File: src/rtl/sdp_pkg.sv
package sdp_pkg;
  // Matcher progress through the command prefixes
  typedef enum logic [2:0] {
    M_IDLE = 3'd0,  // nothing matched
    M_K1   = 3'd1,  // first key seen
    M_K2   = 3'd2,  // second key seen
    M_E3   = 3'd3,  // erase-style third key seen (disable path)
    M_E4   = 3'd4,  // fourth key seen (disable path)
    M_E5   = 3'd5   // fifth key seen (disable path)
  } match_st_t;
endpackage

File: src/rtl/sdp_cmd_match.sv
module sdp_cmd_match
  import sdp_pkg::*;
#(
  parameter int MATCH_W = 15,
  parameter int DATA_W  = 8,
  parameter int ADDR_P  = 'h5555,
  parameter int ADDR_Q  = 'h2AAA,
  parameter logic [DATA_W-1:0] KEY_1   = 'hAA,
  parameter logic [DATA_W-1:0] KEY_2   = 'h55,
  parameter logic [DATA_W-1:0] KEY_EN  = 'hA0,
  parameter logic [DATA_W-1:0] KEY_ER  = 'h80,
  parameter logic [DATA_W-1:0] KEY_DIS = 'h20
) (
  input  logic               clk,
  input  logic               rst,
  input  logic               wr_valid,
  input  logic [MATCH_W-1:0] cmd_addr,
  input  logic [DATA_W-1:0]  wr_data,
  input  logic               hold,      // window open: no matching
  output logic               cmd_hit,
  output logic               unlock,
  output logic               disarm
);
  localparam logic [MATCH_W-1:0] AP = MATCH_W'(ADDR_P);
  localparam logic [MATCH_W-1:0] AQ = MATCH_W'(ADDR_Q);

  match_st_t st, st_nx;
  logic at_p, at_q, first_key;

  assign at_p      = (cmd_addr == AP);
  assign at_q      = (cmd_addr == AQ);
  assign first_key = at_p && (wr_data == KEY_1);

  always_comb begin
    st_nx   = st;
    cmd_hit = 1'b0;
    unlock  = 1'b0;
    disarm  = 1'b0;
    if (hold) begin
      st_nx = M_IDLE;
    end else if (wr_valid) begin
      // default on departure: restart, possibly as a new first step
      st_nx   = first_key ? M_K1 : M_IDLE;
      cmd_hit = first_key;
      unique case (st)
        M_K1: if (at_q && wr_data == KEY_2) begin
          st_nx = M_K2; cmd_hit = 1'b1;
        end
        M_K2: if (at_p && wr_data == KEY_EN) begin
          st_nx = M_IDLE; cmd_hit = 1'b1; unlock = 1'b1;
        end else if (at_p && wr_data == KEY_ER) begin
          st_nx = M_E3; cmd_hit = 1'b1;
        end
        M_E3: if (first_key) begin
          st_nx = M_E4; cmd_hit = 1'b1;
        end
        M_E4: if (at_q && wr_data == KEY_2) begin
          st_nx = M_E5; cmd_hit = 1'b1;
        end
        M_E5: if (at_p && wr_data == KEY_DIS) begin
          st_nx = M_IDLE; cmd_hit = 1'b1; disarm = 1'b1;
        end
        default: ;
      endcase
    end
  end

  always_ff @(posedge clk) begin
    if (rst) st <= M_IDLE;
    else     st <= st_nx;
  end

  AST_UNLOCK_RETURNS_IDLE: assert property (@(posedge clk) disable iff (rst)
    unlock |=> (st == M_IDLE));
  AST_DISARM_FROM_FIFTH: assert property (@(posedge clk) disable iff (rst)
    disarm |-> (st == M_E5));
endmodule

File: src/rtl/sdp_prot_state.sv
module sdp_prot_state (
  input  logic clk,
  input  logic rst,
  input  logic unlock,
  input  logic disarm,
  input  logic eng_done,
  output logic prot_on,
  output logic win_open
);
  logic arm_pend;

  always_ff @(posedge clk) begin
    if (rst) begin
      prot_on  <= 1'b0;
      win_open <= 1'b0;
      arm_pend <= 1'b0;
    end else if (disarm) begin
      prot_on  <= 1'b0;
      win_open <= 1'b0;
      arm_pend <= 1'b0;
    end else if (unlock) begin
      win_open <= 1'b1;
      arm_pend <= 1'b1;
    end else if (eng_done) begin
      win_open <= 1'b0;
      arm_pend <= 1'b0;
      if (arm_pend) prot_on <= 1'b1;
    end
  end

  AST_ENABLE_LATE: assert property (@(posedge clk) disable iff (rst)
    (unlock && !prot_on) |=> !prot_on);
  AST_PROT_HOLD: assert property (@(posedge clk) disable iff (rst)
    (prot_on && !disarm) |=> prot_on);
  AST_DISABLE_NOW: assert property (@(posedge clk) disable iff (rst)
    disarm |=> !prot_on);
endmodule

File: src/rtl/sdp_write_gate.sv
module sdp_write_gate #(
  parameter int ADDR_W = 17,
  parameter int DATA_W = 8
) (
  input  logic              clk,
  input  logic              rst,
  input  logic              wr_valid,
  input  logic [ADDR_W-1:0] wr_addr,
  input  logic [DATA_W-1:0] wr_data,
  input  logic              cmd_hit,
  input  logic              prot_on,
  input  logic              win_open,
  output logic              fwd_valid,
  output logic [ADDR_W-1:0] fwd_addr,
  output logic [DATA_W-1:0] fwd_data,
  output logic              dummy_req
);
  logic is_data, allowed;

  assign is_data = wr_valid && !cmd_hit;
  assign allowed = !prot_on || win_open;

  always_ff @(posedge clk) begin
    if (rst) begin
      fwd_valid <= 1'b0;
      dummy_req <= 1'b0;
    end else begin
      fwd_valid <= is_data && allowed;
      dummy_req <= is_data && !allowed;
    end
  end

  always_ff @(posedge clk) begin
    if (wr_valid) begin
      fwd_addr <= wr_addr;
      fwd_data <= wr_data;
    end
  end

  AST_HIT_SILENT: assert property (@(posedge clk) disable iff (rst)
    (wr_valid && cmd_hit) |=> (!fwd_valid && !dummy_req));
  AST_LOCKED_DUMMY: assert property (@(posedge clk) disable iff (rst)
    (wr_valid && !cmd_hit && prot_on && !win_open) |=> (dummy_req && !fwd_valid));
  AST_OPEN_PASS: assert property (@(posedge clk) disable iff (rst)
    (wr_valid && !cmd_hit && !prot_on) |=> (fwd_valid && fwd_data == $past(wr_data)));
  AST_ONE_DECISION: assert property (@(posedge clk) disable iff (rst)
    !(fwd_valid && dummy_req));
endmodule

File: src/rtl/sdp_seq.sv
module sdp_seq #(
  parameter int ADDR_W  = 17,
  parameter int DATA_W  = 8,
  parameter int MATCH_W = 15
) (
  input  logic              clk,
  input  logic              rst,
  input  logic              wr_valid,
  input  logic [ADDR_W-1:0] wr_addr,
  input  logic [DATA_W-1:0] wr_data,
  input  logic              eng_done,
  output logic              prot_on,
  output logic              fwd_valid,
  output logic [ADDR_W-1:0] fwd_addr,
  output logic [DATA_W-1:0] fwd_data,
  output logic              dummy_req
);
  logic cmd_hit, unlock, disarm, win_open;

  sdp_cmd_match #(.MATCH_W(MATCH_W), .DATA_W(DATA_W)) u_match (
    .clk      (clk),
    .rst      (rst),
    .wr_valid (wr_valid),
    .cmd_addr (wr_addr[MATCH_W-1:0]),
    .wr_data  (wr_data),
    .hold     (win_open),
    .cmd_hit  (cmd_hit),
    .unlock   (unlock),
    .disarm   (disarm)
  );

  sdp_prot_state u_prot (
    .clk      (clk),
    .rst      (rst),
    .unlock   (unlock),
    .disarm   (disarm),
    .eng_done (eng_done),
    .prot_on  (prot_on),
    .win_open (win_open)
  );

  sdp_write_gate #(.ADDR_W(ADDR_W), .DATA_W(DATA_W)) u_gate (
    .clk       (clk),
    .rst       (rst),
    .wr_valid  (wr_valid),
    .wr_addr   (wr_addr),
    .wr_data   (wr_data),
    .cmd_hit   (cmd_hit),
    .prot_on   (prot_on),
    .win_open  (win_open),
    .fwd_valid (fwd_valid),
    .fwd_addr  (fwd_addr),
    .fwd_data  (fwd_data),
    .dummy_req (dummy_req)
  );

  AST_WINDOW_FORWARDS: assert property (@(posedge clk) disable iff (rst)
    (win_open && wr_valid && !eng_done) |=> (fwd_valid && !dummy_req));
endmodule

File: config.mk
export PLATFORM = sky130hd
export DESIGN_NAME = sdp_seq
export DESIGN_NICKNAME = d
export VERILOG_FILES = /design/src/rtl/sdp_pkg.sv /design/src/rtl/sdp_cmd_match.sv /design/src/rtl/sdp_prot_state.sv /design/src/rtl/sdp_write_gate.sv /design/src/rtl/sdp_seq.sv
export SDC_FILE = /design/constraint.sdc
export NUM_CORES = 1
export LEC_CHECK = 0
export ABC_AREA = 1
export CELL_PAD_IN_SITES_DETAIL_PLACEMENT = 1
export CELL_PAD_IN_SITES_GLOBAL_PLACEMENT = 1
export CORE_ASPECT_RATIO = 0.75
export CORE_MARGIN = 8
export CORE_UTILIZATION = 34
export DETAILED_ROUTE_END_ITERATION = 10
export MAX_ROUTING_LAYER = met4
export PLACE_DENSITY_LB_ADDON = 0.1
export SLEW_MARGIN = 20
export SYNTH_ARGS = -nofsm -noshare
export SYNTH_HDL_FRONTEND = slang
export SYNTH_HIERARCHICAL = 1
export SYNTH_SLANG_ARGS = --single-unit
File: constraint.sdc
create_clock -name clk -period 2.3 [get_ports clk]
set_input_delay 0.345 -clock clk [delete_from_list [all_inputs] [get_ports clk]]
set_output_delay 0.345 -clock clk [all_outputs]
set_load 0.02 [all_outputs]
Word level (Yosys, flattened, before mapping)
Cells that the tools add are included.

storage, ports and cells
  word-level logic and storage cells = 63
  flip-flop bits (word level) = 32
  input port bits = 29
  output and inout port bits = 28

operators by class
  reductions and logical operators = 17
  equal/unequal tests = 12
  bitwise logic cells = 1
  multiplexer cells = 26

operators with widths
  operator                count
  $eq A8 B8 Y1 const B    3
  $mux W1                 18
  $mux W3                 6
  $eq A15 B14 Y1 const B  1
  $eq A15 B15 Y1 const B  1
  $pmux W3 S5             1
  $eq A8 B6 Y1 const B    1
  $eq A8 B7 Y1 const B    1
  $logic_and A1 B1 Y1     8
  $eq A3 B2 Y1 const B    2
  $eq A3 B3 Y1 const B    2
  $reduce_or A2 Y1        3
  $pmux W1 S4             1
  $eq A3 B1 Y1 const B    1
  $logic_not A1 Y1        3
  $reduce_and A3 Y1       1
  $reduce_bool A2 Y1      1
  $logic_or A1 B1 Y1      1
  $not A1 Y1              1

Depth between registers and ports, before layout
Gate-level depths: netlist (run 1).

  depth in word-level cells = 10
  mapped depth = 11
  gate-level depth less buffers = 11

By module
Netlist (run 1), hierarchy kept.

by module, submodules not included
  module          area each (µm²)  cells an instance  seq. area each (µm²)  times used
  sdp_write_gate  832.0            35                 790.8                 1
  sdp_cmd_match   705.7            153                60.1                  1
  sdp_prot_state  80.1             10                 40.0                  1

Least setup slack after synthesis (run 1)
Ideal clock, no wire load.

  path kind = input -> register
  from = input port wr_data[1]
  to = register u_gate.dummy_req
  setup time = 0.112 ns
  path buffers = 0
  required time = 2.188 ns
  data arrival time = 1.228 ns
  setup slack = 0.960 ns
  cell stages on the path = 10
  path through = nor2_1 > nand2_1 > nor2_1 > nand3_1 > nor3_1 > o21ai_1 > a21oi_1 > inv_1 > nand3_2 > nor2_1

between the ends
  longest elaborated chain between the ends = 10
  elaborated cells between the ends (all ways) = 21
  classes of those cells = eq/ne (5); mux (8); reduce/logical (8)

ends and longest elaborated chain
  element                                        RTL line                                  RTL
  start: declaration                             sdp_seq.sv:10                             input logic [DATA_W-1:0] wr_data,
  $eq A8 B8 Y1, on equally long branches         sdp_cmd_match.sv:32, sdp_cmd_match.sv:51
  $logic_and A1 B1 Y1, on equally long branches  sdp_cmd_match.sv:32, sdp_cmd_match.sv:51
  $mux W1                                        sdp_cmd_match.sv:51                       end else if (at_p && wr_data == KEY_ER) begin
  $mux W1                                        sdp_cmd_match.sv:49                       M_K2: if (at_p && wr_data == KEY_EN) begin
  $pmux W1 S4 (*)                                sdp_cmd_match.sv:45                       unique case (st)
  $mux W1 (*)                                    sdp_cmd_match.sv:41                       end else if (wr_valid) begin
  $mux W1 (*)                                    sdp_cmd_match.sv:39                       if (hold) begin
  net cmd_hit                                    sdp_seq.sv:18                             logic cmd_hit, unlock, disarm, win_open;
  $logic_not A1 Y1 (*)                           sdp_write_gate.sv:20                      assign is_data = wr_valid && !cmd_hit;
  $logic_and A1 B1 Y1 (*)                        sdp_write_gate.sv:20
  $logic_and A1 B1 Y1 (*)                        sdp_write_gate.sv:29                      dummy_req <= is_data && !allowed;
  end signal: assignment                         sdp_write_gate.sv:29
  end: declaration                               sdp_write_gate.sv:16                      output logic dummy_req

The timed path passes the listed nets; every way through them passes the cells marked *.
A chain may end at the register's enable or synchronous reset.

Worst setup path after layout (run 1)
  from = input port wr_data[7]
  to = register u_prot.prot_on

between the ends
  longest elaborated chain between the ends = 8
  elaborated cells between the ends (all ways) = 15
  classes of those cells = eq/ne (2); mux (8); bitwise (1); reduce/logical (4)

ends and longest elaborated chain
  element                             RTL line              RTL
  $eq A8 B8 Y1                        sdp_cmd_match.sv:49
  $logic_and A1 B1 Y1                 sdp_cmd_match.sv:49
  $mux W1                             sdp_cmd_match.sv:49
  $mux W1                             sdp_cmd_match.sv:45
  $mux W1                             sdp_cmd_match.sv:41
  $mux W1                             sdp_cmd_match.sv:39
  net unlock                          sdp_seq.sv:18
  $not A1 Y1 (no source line)         n/a
  $reduce_and A3 Y1 (no source line)  n/a
  end signal: assignment              sdp_prot_state.sv:14  prot_on <= 1'b0;
  end signal: assignment              sdp_prot_state.sv:18  prot_on <= 1'b0;
  end signal: assignment              sdp_prot_state.sv:27  if (arm_pend) prot_on <= 1'b1;
  end: declaration                    sdp_prot_state.sv:7   output logic prot_on,

The timed path passes the listed nets, and every way through them passes these cells.

==> results of run 1 <==
state kept, by name, summed over array words and instances (netlist names):
name and flops:
u_gate/fwd_addr 17, u_gate/fwd_data 8, u_match/st 3, u_gate/dummy_req 1
u_gate/fwd_valid 1, u_prot/arm_pend 1, u_prot/prot_on 1
area by class of cell:
class / count / area [um^2] / area share
Clock buffer: 5 / 68.8 / 0.0288
Timing Repair Buffer: 60 / 591 / 0.247
Tap cell: 57 / 71.3 / 0.0298
Clock inverter: 3 / 42.5 / 0.0178
Multi-Input combinational cell: 135 / 611 / 0.255
Inverter: 31 / 116 / 0.0487
Sequential cell: 32 / 891 / 0.373
power by group through the flow:
| stage | combinational [mW] | sequential (mW) | clock [mW] |
|---|---|---|---|
| 6_report | 0.245 | 0.672 | 0.534 |
| 5_1_grt | 0.262 | 0.676 | 0.579 |
| 4_1_cts | 0.248 | 0.673 | 0.554 |
| 3_5_place_dp | 0.247 | 0.686 | 0 |
| 3_3_place_gp | 0.245 | 0.683 | 0 |
| 2_1_floorplan | 0.0379 | 0.734 | 0 |
cells in the mapped netlist:
library cell / number
a21oi_2: 1
nand2_2: 4
nor2_1: 44
edfxtp_1: 25
nand3_1: 14
nor2_4: 2
inv_2: 5
a31oi_1: 1
or2_2: 1
dfxtp_1: 7
inv_1: 26
nand4_1: 2
a21oi_1: 5
nand3_2: 1
nor4_1: 2
nor3_1: 4
nand3b_1: 1
o21ai_1: 2
and3_1: 1
nor2_2: 5
nand2_1: 44
or2_1: 1
worst min-delay path: stages (launching register included):
cell     delay [ns]
dfxtp_1        0.33
nand2_2        0.08
nor2_1         0.05
cells in the final DEF (no fill, tap or decap):
master           instances
and3_1                   1
nand3b_1                 1
nor2_2                   5
nand2_2                  4
nand3_2                  1
nor2_1                  44
nor2_4                   2
buf_4                    4
nand2_1                 44
nand4_1                  2
clkbuf_8                 5
a31oi_1                  1
inv_2                    5
a21oi_2                  1
inv_1                   26
clkinv_2                 1
a21oi_1                  5
clkinvlp_4               1
nand3_1                 14
or2_2                    1
bufinv_16                1
dfxtp_1                  7
o21ai_1                  2
or2_1                    1
edfxtp_1                25
nor3_1                   4
clkdlybuf4s50_1         56
nor4_1                   2
final timing paths:
| check | start | to | slack, ns | cells after the start |
|---|---|---|---|---|
| worst max register to register | u_match/st[0]$_SDFFE_PP0P_ | u_gate/dummy_req$_SDFF_PP0_ | 0.91 | 8 |
| worst max-delay path | wr_data[7] | u_prot/prot_on$_SDFFE_PP0P_ | 0.52 | 10 |
| worst min-delay path | u_prot/prot_on$_SDFFE_PP0P_ | u_gate/dummy_req$_SDFF_PP0_ | 0.50 | 2 |
| worst min register to register | u_prot/prot_on$_SDFFE_PP0P_ | u_gate/dummy_req$_SDFF_PP0_ | 0.50 | 2 |
per-layer routing:
| layer | GRT usage | share of wire | up-vias |
|---|---|---|---|
| li1 | - | - | 768 |
| met2 | 0.209 | 0.43 | 39 |
| met4 | 0.0407 | 0.0081 | 0 |
| met5 | - | 0 | - |
| met1 | 0.177 | 0.50 | 691 |
| met3 | 0.0482 | 0.065 | 4 |
metrics by stage:
step / hold WS [ns] / util
after global placement: 0.480 / 0.504
final: 0.496 / 0.529
after CTS: 0.498 / 0.529
after detailed placement: 0.487 / 0.504
after global routing: 0.525 / 0.529
after floorplan: 0.444 / -
kinds of logic after synthesis:
| group | count (synthesis) | synth area share |
|---|---|---|
| AND/OR/NAND/NOR | 126 | 0.346 |
| flip-flops | 32 | 0.551 |
| buffers and inverters | 31 | 0.0719 |
| AO/OA/AOI/OAI | 9 | 0.0309 |
==> impl_results.rst, run 1 <==
.. list-table::
   :header-rows: 1

   * - Metric
     - Value
   * - Port bufs
     - 56
   * - Switching share of power
     - 0.240
   * - Vias
     - 1,502
   * - CP max FO
     - 4
   * - Number of antenna violations at the first check in global routing
     - 0
   * - Max frequency
     - 561 MHz
   * - Number of buffers added by the clock tree synthesis step
     - 5
   * - Wirelength, routed
     - 4.58 mm
   * - Total number of placement rows
     - 21
   * - Total routing resource utilization after global routing
     - 0.141
   * - Clock latency of the later-clocked register in the worst-skew pair
     - 0.28 ns
   * - Result of the run
     - finished, final reports clean
   * - DRC violation count after routing
     - 0
   * - Synthesized netlist cell count
     - 198
   * - Clock Pin Slew Worst Setup and Hold Paths
     - 0.07 ns
   * - Number of nets in the layout
     - 294
   * - Number of gates given a new drive strength after cts
     - 0
   * - Initial core utilization
     - 0.358
   * - Number of storage elements in the synthesis netlist
     - 32
   * - Max clock buf depth
     - 2
   * - Share of the synthesized area in the top cell type
     - 0.464
   * - Cells taking the most area after synthesis
     - edfxtp_1 (46%), nand2_1 (10%), nor2_1 (10%), dfxtp_1 (8.7%), inv_1 (6.0%)
   * - Cell taking the most area after synthesis
     - edfxtp_1
   * - Kind of cell with the highest combined delay on the critical path
     - simple AND/OR/NAND/NOR gates
   * - Buffer count from post-CTS setup fixing
     - 0
   * - Nature of the critical path startpoint
     - input port
   * - Final setup vio count
     - 0
   * - Iteration-0 DRC Markers
     - 35
   * - Relative contribution of the clock network to total power
     - 0.368
   * - Total design power
     - 1.45 mW
   * - Routed via count divided by cell count
     - 4.65
   * - Synth cell types
     - 22
   * - Clock root buffer
     - clkbuf_8
   * - Minimum clock period
     - 1.78 ns
   * - Placer congestion estimate
     - 0.848
   * - Avg Cell Area, Syn
     - 8.17 um^2
   * - Fin cells
     - 323
   * - Number of slew-limit violations in the final report
     - 0
   * - Final hold violation count
     - 0
   * - Sinks on Clock Net
     - 32
   * - P_sw
     - 0.349 mW
   * - PD cells
     - 607 nW/um^2
   * - Leak Pwr
     - 0.951 nW
   * - Slew of the pin with the lowest slew margin
     - 0.373 ns
   * - Final HPWL DP
     - 3.73 mm
   * - Hold buffer count at cts
     - 0
   * - Cell-by-cell trace of the critical path
     - clkdlybuf4s50_1 -> inv_1 -> nor2_2 -> nand2_2 -> nor2_2 -> nand3_1 -> nor4_1 -> inv_1 -> nand3_1 -> a21oi_2
   * - Number of detailed-route iterations in the first pass
     - 4
   * - CTS HTree Levels
     - 2
   * - Maximum number of pins on one net before global-route repair
     - 28
   * - Chip height
     - 75.7 um
   * - I/O Pins
     - 57
   * - Die Area
     - 7240 um^2
   * - Share of cells above drive strength 1
     - 0.117
   * - Cell internal power dissipation
     - 1.10 mW
   * - Sequential cell area fraction in the yosys report
     - 0.551
   * - Worst path required time
     - 2.48 ns
   * - Routed wire per std cell
     - 14.2 um
   * - Ant. Diodes
     - 0
   * - Number of placed instances, taps included
     - 315
   * - CTS tree
     - yes
   * - Period Utilization, post-route
     - 0.775
   * - Post-Synthesis Net Count
     - 227
   * - Post-layout worst setup margin
     - 0.517 ns
   * - Worst setup path class
     - input port to flop
   * - Number of nets with antenna violations after detailed routing
     - 0
   * - Data arrival at the endpoint of the critical path
     - 1.97 ns
   * - DP Worst Slack
     - 0.241 ns
   * - Count of yosys warnings during synthesis
     - 6
   * - Critical Path Sink Type
     - flop
   * - Fillers
     - 544
   * - Reported max-cap violation count
     - 0
   * - Slowest stage cell on the critical path
     - clkdlybuf4s50_1
   * - Cell area after placement
     - 2280 um^2
   * - Area growth from synthesis to final layout
     - 47.8%
   * - Overall die width
     - 95.7 um
   * - Tightest slew margin relative to the limit
     - 0.749
   * - Wire length of the first global-routing pass
     - 7.48 mm
   * - Placeable Area
     - 4520 um^2
   * - Reg power frac
     - 0.463
   * - Type of the most critical hold path
     - flop to flop
   * - Crit path buffers/inverters
     - 3
   * - Number of global-route vias before repair
     - 1,555
   * - Grt ovf
     - 0
   * - Relative contribution of combinational cells to total power
     - 0.169
   * - RSZ-0062 raised after global routing
     - no
   * - Finished Cell Area
     - 2390 um^2
   * - Aggregate negative setup slack
     - 0 ns
   * - Slowest cell delay on critical path
     - 0.55 ns
   * - Peak supply drop
     - 0.432 mV
   * - Worst Clk Skew
     - 0.00377 ns
   * - Netlist Area Pre-Place
     - 1620 um^2
Power figures use the tool's default switching activity.
==> run 2, diff against run 1 <==
--- a/config.mk
+++ b/config.mk
@@ -10,7 +10,7 @@
 export CELL_PAD_IN_SITES_GLOBAL_PLACEMENT = 1
 export CORE_ASPECT_RATIO = 0.75
 export CORE_MARGIN = 8
-export CORE_UTILIZATION = 34
+export CORE_UTILIZATION = 29
 export DETAILED_ROUTE_END_ITERATION = 10
 export MAX_ROUTING_LAYER = met4
 export PLACE_DENSITY_LB_ADDON = 0.1
==> constraint.sdc (replaced) <==
create_clock -name clk -period 1.5 [get_ports clk]
set_input_delay 0.225 -clock clk [delete_from_list [all_inputs] [get_ports clk]]
set_output_delay 0.225 -clock clk [all_outputs]
set_load 0.02 [all_outputs]
==> impl_results.rst, run 2 (synthesis results as in run 1) <==
.. list-table::
   :header-rows: 1

   * - Metric
     - Value
   * - FF-to-FF Start
     - u_match/st[1]$_SDFFE_PP0P_
   * - Beginning of the worst hold path
     - wr_addr[2]
   * - Result of the run
     - finished, final reports clean
   * - Hold buffer count at cts
     - 0 (unchanged)
   * - Multi-input combinational cell area
     - 702 um^2 (+15%)
   * - Overall die width
     - 102 um (+6.9%)
   * - Kind of cell with the highest combined delay on the critical path
     - buffers and inverters
   * - CTS tree
     - yes
   * - CTS HTree Levels
     - 2 (unchanged)
   * - Ant. Diodes
     - 0 (unchanged)
   * - Share of cells above drive strength 1
     - 0.280 (+0.164)
   * - Routed via count divided by cell count
     - 4.39 (-5.6%)
   * - Clock latency of the later-clocked register in the worst-skew pair
     - 0.28 ns (about the same)
   * - Minimum clock period
     - 1.45 ns
   * - Cell-by-cell trace of the critical path
     - clkdlybuf4s50_1
   * - Number of placed instances, taps included
     - 356 (+13%)
   * - Worst path required time
     - 1.27 ns (-1.21 ns)
   * - Biggest registers after layout
     - u_gate/fwd_addr x17, u_gate/fwd_data x8, u_match/st x3
   * - Slowest cell delay on critical path
     - 0.61 ns (+0.06 ns)
   * - Area taken by flip-flops and latches
     - 891 um^2 (unchanged)
   * - Cells on worst reg2reg path
     - 9 (+1)
   * - Final HPWL DP
     - 4.12 mm (+10%)
   * - DP Worst Slack
     - -0.469 ns (-0.710 ns)
   * - Critical Path Sink Type
     - primary output
   * - Number of antenna violations at the first check in global routing
     - 0 (unchanged)
   * - Max clock buf depth
     - 2 (unchanged)
   * - Leak Pwr
     - 1.21 nW (+27%)
   * - Number of buffers added by the clock tree synthesis step
     - 5 (unchanged)
   * - Worst Setup SP
     - u_gate/fwd_data[1]$_DFFE_PP_
   * - Number of nets with antenna violations after detailed routing
     - 0 (unchanged)
   * - Number of slew-limit violations in the final report
     - 0 (unchanged)
   * - Iteration-0 DRC Markers
     - 65 (+86%)
   * - Number of nets in the layout
     - 317 (+7.8%)
   * - Nature of the critical path startpoint
     - flop
   * - Port bufs
     - 56 (unchanged)
   * - DRC violation count after routing
     - 0 (unchanged)
   * - Post-layout worst setup margin
     - 0.0529 ns (-0.465 ns)
   * - Reported max-cap violation count
     - 0 (unchanged)
   * - CP max FO
     - 1 (-3)
   * - Vias
     - 1,598 (+6.4%)
   * - Fin cells
     - 364 (+13%)
   * - Stages on worst setup path
     - 1 (-9)
   * - Wire length of the first global-routing pass
     - 8.19 mm (+9.5%)
   * - Final hold violation count
     - 0 (unchanged)
   * - Grt peak-use layer
     - met2
   * - Hold Crit Depth
     - 1 (-1)
   * - Max frequency
     - 691 MHz
   * - Chip height
     - 80.7 um (+6.5%)
   * - PD cells
     - 839 nW/um^2 (+38%)
   * - Fillers
     - 644 (+18%)
   * - Biggest register
     - u_gate/fwd_addr
   * - Tightest slew margin relative to the limit
     - 0.764 (+0.0147)
   * - Met3 Usage GRT
     - 0.0518 (+0.00359)
   * - Placeable Area
     - 5350 um^2 (+18%)
   * - Period Utilization, post-route
     - 0.965
   * - Slowest stage cell on the critical path
     - clkdlybuf4s50_1
   * - Slew of the pin with the lowest slew margin
     - 0.354 ns (-0.0186 ns)
   * - Maximum number of pins on one net before global-route repair
     - 28 (unchanged)
   * - Crit path buffers/inverters
     - 1 (-2)
   * - Number of detailed-route iterations in the first pass
     - 5 (+1)
   * - Total design power
     - 2.26 mW (+55%)
   * - Wirelength, routed
     - 5.08 mm (+11%)
   * - Number of global-route vias before repair
     - 1,665 (+7.1%)
   * - Total number of placement rows
     - 23 (+9.5%)
   * - Flip-flop count of the largest register after layout
     - 17 (unchanged)
   * - Clock Pin Slew Worst Setup and Hold Paths
     - 0.07 ns (about the same)
   * - Total routing resource utilization after global routing
     - 0.135 (-0.00573)
   * - GR Util met1
     - 0.169 (-0.00782)
   * - Placer congestion estimate
     - 0.772 (-8.9%)
   * - Area growth from synthesis to final layout
     - 66.1%
   * - Initial core utilization
     - 0.302 (-0.0557)
   * - Leading cell type in the layout, fill and taps excluded
     - nand2_1
   * - Sinks on Clock Net
     - 32 (unchanged)
   * - Most frequent cells in the layout
     - nand2_1 (41), nor2_1 (30), inv_1 (26)
   * - Routed wire per std cell
     - 13.9 um (-1.7%)
   * - Worst Clk Skew
     - 0.00129 ns (-0.00248 ns)
   * - Peak supply drop
     - 0.482 mV (+12%)
   * - Grt ovf
     - 0 (unchanged)
   * - Worst setup path class
     - flop to primary output
   * - Final setup vio count
     - 0 (unchanged)
   * - I/O Pins
     - 57 (unchanged)
   * - Type of the most critical hold path
     - input port to flop
   * - Data arrival at the endpoint of the critical path
     - 1.22 ns (-0.75 ns)
   * - GR Layer Usage met2
     - 0.198 (-0.0113)
   * - Clock root buffer
     - clkbuf_8
   * - Die Area
     - 8250 um^2 (+14%)
==> run 2: path summary, 6_finish.rpt <==
check | end | slack (ns)
max | fwd_data[1] | 0.05
min | u_gate/fwd_addr[2]$_DFFE_PP_ | 0.18
max reg2reg | u_gate/dummy_req$_SDFF_PP0_ | 0.16
min reg2reg | u_prot/prot_on$_SDFFE_PP0P_ | 0.49
==> run 2: per-layer routing <==
metal  vias up  wire length, um
met2        38             2200
li1        814                -
met3         2              310
met1       744             2530
met5         -                0
met4         0               29
==> run 2: power breakdown <==
part / switching, mW / internal, mW
combinational: 0.213 / 0.195
clock: 0.323 / 0.493
sequential: 0.0138 / 1.02
total: 0.550 / 1.71
==> run 2: layout make-up <==
class	instances	area share
Sequential cell	32	0.331
Timing Repair Buffer	83	0.289
Multi-Input combinational cell	135	0.261
Inverter	31	0.0433
Tap cell	75	0.0349
Clock buffer	6	0.0270
Clock inverter	2	0.0130
==> run 2: worst register-to-register path, stage by stage (launching register included) <==
cell and delay, ns:
dfxtp_1 0.38, inv_1 0.07, nand2_1 0.22, nor2_1 0.09, nor2_1 0.10, o21ai_1 0.06, a21oi_1 0.14, inv_1 0.06
nand3_2 0.07, nor2_1 0.04
==> run 2: what timing repair did <==
action	in CTS	in global routing
pin swaps	10	20
setup endpoints to repair	8	14
resized for setup	35	36
endpoints found under the hold margin	0	0
setup buffers	0	0
==> run 2: per-stage QoR <==
step | util | TNS (ns) | area [um^2] | hold slack [ns]
after floorplan | - | 0 | 1620 | 0.324
after global placement | 0.462 | -2.93 | 2470 | 0.481
after detailed placement | 0.462 | -3.06 | 2470 | 0.494
after CTS | 0.491 | -0.00536 | 2630 | 0.311
after global routing | 0.502 | -0.0301 | 2690 | 0.161
final | 0.502 | 0 | 2690 | 0.178
